**src/rtl/rrip_pkg.sv**
```systemverilog
package rrip_pkg;

    localparam int unsigned RRIP_DEF_WAYS = 8;
    localparam int unsigned RRIP_DEF_CW   = 2;

    // per-way update kind for one cycle, fill outranks hit
    typedef enum logic [1:0] {
        UPD_HOLD  = 2'd0,
        UPD_CLEAR = 2'd1,
        UPD_LOAD  = 2'd2
    } upd_e;

    function automatic upd_e rrip_decode(input logic is_fill, input logic is_hit);
        if (is_fill)     return UPD_LOAD;
        else if (is_hit) return UPD_CLEAR;
        else             return UPD_HOLD;
    endfunction

endpackage

```
**src/rtl/rrip_way_ctr.sv**
```systemverilog
module rrip_way_ctr
    import rrip_pkg::*;
#(
    parameter int unsigned CW = RRIP_DEF_CW
) (
    input  logic          clk,
    input  logic          rst,
    input  upd_e          upd_i,
    input  logic          age_i,
    output logic [CW-1:0] eff_o
);

    localparam logic [CW-1:0] MAXV = '1;
    localparam logic [CW-1:0] INSV = MAXV - CW'(1);

    logic [CW-1:0] q;
    logic [CW-1:0] d;

    // value seen by this cycle's search: a hit applies first
    assign eff_o = (upd_i == UPD_CLEAR) ? '0 : q;

    always_comb begin
        if (upd_i == UPD_LOAD) d = INSV;
        else if (age_i)        d = eff_o + CW'(1);
        else                   d = eff_o;
    end

    always_ff @(posedge clk) begin
        if (rst) q <= MAXV;
        else     q <= d;
    end


    fill_value_chk: assert property (@(posedge clk) disable iff (rst)
        (upd_i == UPD_LOAD) |=> (q == INSV));


    hit_clear_chk: assert property (@(posedge clk) disable iff (rst)
        (upd_i == UPD_CLEAR && !age_i) |=> (q == '0));


    age_step_chk: assert property (@(posedge clk) disable iff (rst)
        (upd_i == UPD_HOLD && age_i) |=> (q == $past(q) + CW'(1)));


    idle_hold_chk: assert property (@(posedge clk) disable iff (rst)
        (upd_i == UPD_HOLD && !age_i) |=> $stable(q));

endmodule

```
**src/rtl/rrip_pick.sv**
```systemverilog
module rrip_pick #(
    parameter int unsigned WAYS  = 8,
    parameter int unsigned CW    = 2,
    localparam int unsigned IDX_W = $clog2(WAYS)
) (
    input  logic [WAYS-1:0][CW-1:0] vals_i,
    output logic                    found_o,
    output logic [IDX_W-1:0]        idx_o
);

    localparam logic [CW-1:0] MAXV = '1;

    // scan downward so the lowest qualifying way is the last written
    always_comb begin
        found_o = 1'b0;
        idx_o   = '0;
        for (int i = WAYS - 1; i >= 0; i--) begin
            if (vals_i[i] == MAXV) begin
                found_o = 1'b1;
                idx_o   = IDX_W'(i);
            end
        end
    end

endmodule

```
**src/rtl/rrip_victim_sel.sv**
```systemverilog
module rrip_victim_sel
    import rrip_pkg::*;
#(
    parameter int unsigned WAYS  = RRIP_DEF_WAYS,
    parameter int unsigned CW    = RRIP_DEF_CW,
    localparam int unsigned IDX_W = $clog2(WAYS)
) (
    input  logic             clk,
    input  logic             rst,
    input  logic             hit_valid,
    input  logic [IDX_W-1:0] hit_way,
    input  logic             fill_valid,
    input  logic [IDX_W-1:0] fill_way,
    input  logic             vic_req,
    output logic             vic_valid,
    output logic [IDX_W-1:0] vic_way
);

    localparam logic [CW-1:0] MAXV = '1;

    logic [WAYS-1:0][CW-1:0] eff;
    logic                    any_max;
    logic                    age;

    // age the whole set only when a request finds no maximum
    assign age       = vic_req & ~any_max;
    assign vic_valid = vic_req & any_max;

    for (genvar g = 0; g < WAYS; g++) begin : g_way
        upd_e upd;
        assign upd = rrip_decode(fill_valid && (fill_way == IDX_W'(g)),
                                 hit_valid  && (hit_way  == IDX_W'(g)));
        rrip_way_ctr #(.CW(CW)) i_ctr (
            .clk   (clk),
            .rst   (rst),
            .upd_i (upd),
            .age_i (age),
            .eff_o (eff[g])
        );
    end

    rrip_pick #(.WAYS(WAYS), .CW(CW)) i_pick (
        .vals_i  (eff),
        .found_o (any_max),
        .idx_o   (vic_way)
    );


    valid_needs_req_chk: assert property (@(posedge clk) disable iff (rst)
        vic_valid |-> vic_req);


    victim_at_max_chk: assert property (@(posedge clk) disable iff (rst)
        vic_valid |-> (eff[vic_way] == MAXV));

endmodule

```
**config.mk**
```make
export PLATFORM = sky130hd
export DESIGN_NAME = rrip_victim_sel
export DESIGN_NICKNAME = d
export VERILOG_FILES = /design/src/rtl/rrip_pkg.sv /design/src/rtl/rrip_way_ctr.sv /design/src/rtl/rrip_pick.sv /design/src/rtl/rrip_victim_sel.sv
export SDC_FILE = /design/constraint.sdc
export NUM_CORES = 1
export LEC_CHECK = 0
export BUFFER_PORTS_ARGS = -buffer_cell sky130_fd_sc_hd__buf_2
export CORE_MARGIN = 2
export CORE_UTILIZATION = 55
export CTS_CLUSTER_SIZE = 16
export DETAILED_ROUTE_END_ITERATION = 8
export HOLD_SLACK_MARGIN = 0.15
export PLACE_DENSITY = 0.82
export RECOVER_POWER = 25
export SYNTH_ARGS = -nofsm -noshare
export SYNTH_HDL_FRONTEND = slang
export SYNTH_SLANG_ARGS = --single-unit
```
**constraint.sdc**
```tcl
create_clock -name clk -period 4.73 [get_ports clk]
set_clock_uncertainty 0.1 [all_clocks]
set_input_delay 1.419 -clock clk [delete_from_list [all_inputs] [get_ports clk]]
set_output_delay 1.419 -clock clk [all_outputs]
set_load 0.02 [all_outputs]
```
==> results.md <==
* CP max-delay cell: o21ai_0
* Final Non-Filler Cells at 181
* Worst Hold Class: reg2reg
* Synth area leader: dfxtp_1
* Remaining DRCs at 0
* Largest regs: g_way.i_ctr.q x16
* Crit path required time at 3.21 ns
* WP data arrival at 3.21 ns
* Pint at 0.0002301 W
* Area Overhead vs Synth at 19.87%
* Slew @ Worst Pin at 0.6074 ns
* Root Buffer: clkbuf_4
* Worst vdd ir at 0.1876 mV
* Post-synth EDFFs at 0
* Remaining antenna violation count at 0
* Wire per inst at 15.59 um
* CP Launch Type: input pin
* Max Buffers Root-to-Sink at 2
* Num CTS Buffers at 3
* First drt pass iteration count at 4
* WL final at 2821 um
* Overall routing resource usage at 23.02%
* I/O Buffers at 14
* DP Worst Slack at -0.05376 ns
* Die Y at 50.64 um
* Worst setup path class: in2out
* Initial Util at 59.75%
* Average cell area after synthesis at 8.926 sq um
* Antenna diode count at 0
* Sw Share at 30.46%
* Grt ovf at 0
* Sequential fraction of design power at 43.4%
* Largest Register: g_way.i_ctr.q
* Pwr/cell area at 230.8 nW/um^2
* Detailed placement HPWL at 1947 um
* Comb pwr share at 28.2%
* Post-synth net total at 153
* Final worst path period need at 4.725 ns
* Clk pwr share at 28.3%
* Die area at 2564 sq um
* Final GP Congestion at 0.7632
* Final hold vios at 0
* Number of global-route vias before repair at 1,005
* Core Rows at 16
* Crit Path Max Fanout at 5
* Tcrit/Tclk final at 99.90%
* Initial antenna violation count at 0
* Sequential area share after synthesis at 26.78%
* Fmax at 0.2116 GHz
* Share of cells above drive strength 1 at 30.52%
* Pin count of the biggest net entering global routing at 17
* Ports at 15
* DR iter-0 viols at 26
* Final core utilization at 71.63%
* # H-tree levels at 1
* CTS tree: done
* DP Cell Count at 176
* Post-Synthesis Cell Area at 1196 sq um
* Final #Nets at 174
* Syn Inst Count at 134
* Ranking of synthesized cells by area: dfxtp_1 27%, ha_1 8.4%, o41ai_2 5.4%
* Primary FF master, synth: dfxtp_1
* Core Region at 2002 sq um
* Setup ws final at 0.004866 ns
* Sw power at 0.0001008 W
* Worst skew pair latency at 0.29 ns
* Final setup vio count at 0
* Final max-slew violation count at 0
* Max_cap viols at 0
* Worst-path clk slew at 0.10 ns
* Post-synthesis cell type count at 36
* Vias at 1,059
* Top-area cell type share of the netlist area at 26.78%
* Synth async-reset ratio at 0%
* Worst path most repeated cell: buf_4
* Max incr delay on CP at 0.34 ns
* Leak Pwr at 0.6572 nW
* Ys Warns at 0
* Die width at 50.64 um
* First-pass GRT wire length at 4526 um
* Status: completed
* Post-synthesis sequential element count at 16
* Rel. slew slack at 59.51%
* Max reg flops at 16
* DR vias/cell at 5.851
* Total negative slack at 0 ns
* Worst-path cell chain: buf_2 > buf_4 > nand4b_1 > o21ai_0 > inv_1 > ha_1 > nor4_4 > and2b_1 > buf_4
* Crit path capture type: primary output
* Clock tree sinks at 16
* CTS Hold Bufs at 0
## logic make-up after synthesis
group           count (synthesis)  synth area share (%)
compound gates                 28                 20.50
xor+xnor                        8                 5.858
fa+ha+maj                       8                 8.369
buf+inv                        23                 9.728
flops                          16                 26.78
simple gates                   51                 28.77
## cell usage after synthesis, types with 3 or more instances
| master | instances |
|---|---|
| inv_1 | 17 |
| dfxtp_1 | 16 |
| nand2_1 | 9 |
| nor2_1 | 9 |
| ha_1 | 8 |
| o21bai_1 | 8 |
| xor2_1 | 7 |
| a2111o_1 | 4 |
| nor2b_1 | 4 |
| nor3b_1 | 4 |
| o211ai_1 | 4 |
| o21ai_0 | 4 |
| o41ai_2 | 4 |
| or4_1 | 4 |
| and4b_1 | 3 |
| nand4b_1 | 3 |
| nor3_1 | 3 |
## per-layer routing
| layer | share of wire [%] | routed length (um) | vias up | global-route usage, % |
|---|---|---|---|---|
| met4 | 1.9 | 53 | 0 | 6.757 |
| met2 | 48 | 1368 | 31 | 40.57 |
| met5 | 0 | 0 | - | 0 |
| met3 | 3.9 | 111 | 7 | 2.679 |
| met1 | 46 | 1288 | 495 | 29.25 |
| li1 | - | - | 526 | - |
## power groups by stage
| stage | Clock, W | Sequential [W] | Combinational [W] |
|---|---|---|---|
| final | 0.0000937 | 0.000144 | 0.0000935 |
| after global routing | 0.000103 | 0.000144 | 0.000103 |
| after CTS | 0.0000942 | 0.000143 | 0.0000797 |
| after detailed placement | 0 | 0.000146 | 0.0000767 |
| after global placement | 0 | 0.000146 | 0.0000721 |
| after floorplan | 0 | 0.000146 | 0.0000532 |
## layout by cell type (no fill, tap or decap), types with 2 or more instances in the layout
cell	Yosys	final
ha_2	0	3
nand4b_1	3	3
nor2b_1	4	4
and4bb_2	2	3
xor2_1	7	7
inv_1	17	16
buf_2	2	7
buf_4	1	10
nor3b_1	4	4
ha_1	8	4
nor4_4	0	2
nor3_1	3	2
dfxtp_1	16	16
o41ai_2	4	4
o21bai_1	8	8
or4_1	4	3
nor2_1	9	8
nand2_1	9	8
a2111o_1	4	4
and4b_1	3	3
clkbuf_4	0	6
o211ai_1	4	4
o21ai_1	0	2
## stage by stage
step	power, W	cell area [sq um]	hold WS [ns]
2_1_floorplan	0.0001989	1196	0.3779
3_3_place_gp	0.0002181	1300	0.3923
3_5_place_dp	0.0002231	1300	0.4040
4_1_cts	0.0003172	1350	0.4193
5_1_grt	0.0003505	1434	0.4633
6_report	0.0003309	1434	0.4168
## worst paths after layout
path                                           from             endpoint  cells past startpoint  slack [ns]
worst max-delay path                     hit_way[2]           vic_way[2]                      9       0.005
worst min-delay path            g_way[2].i_ctr.q[1]  g_way[2].i_ctr.q[1]                      2        0.42
worst max register to register  g_way[3].i_ctr.q[0]  g_way[4].i_ctr.q[0]                      8        2.06
worst min register to register  g_way[2].i_ctr.q[1]  g_way[2].i_ctr.q[1]                      2        0.42
## worst max-delay path, delay by kind of cell
| kind | cells | cell delay [ns] |
|---|---|---|
| simple gates | 3 | 0.70 |
| buf+inv | 4 | 0.48 |
| compound gates | 1 | 0.34 |
| fa+ha+maj | 1 | 0.26 |
## repair_timing
item,4_1_cts,5_1_grt
pin swaps,1,8
hold endpoints to repair,0,0
gates resized for setup,4,28
endpoints found under the setup margin,2,4
setup buffers,0,1
## area by class of cell
type / instances / area [sq um]
Clock buffer: 4 / 36.28
Fill cell: 152 / 568.0
Sequential cell: 16 / 320.3
Inverter: 17 / 63.81
Tap cell: 27 / 33.78
Timing Repair Buffer: 22 / 147.6
Multi-Input combinational cell: 95 / 832.0
Power figures use the tool's default switching activity.
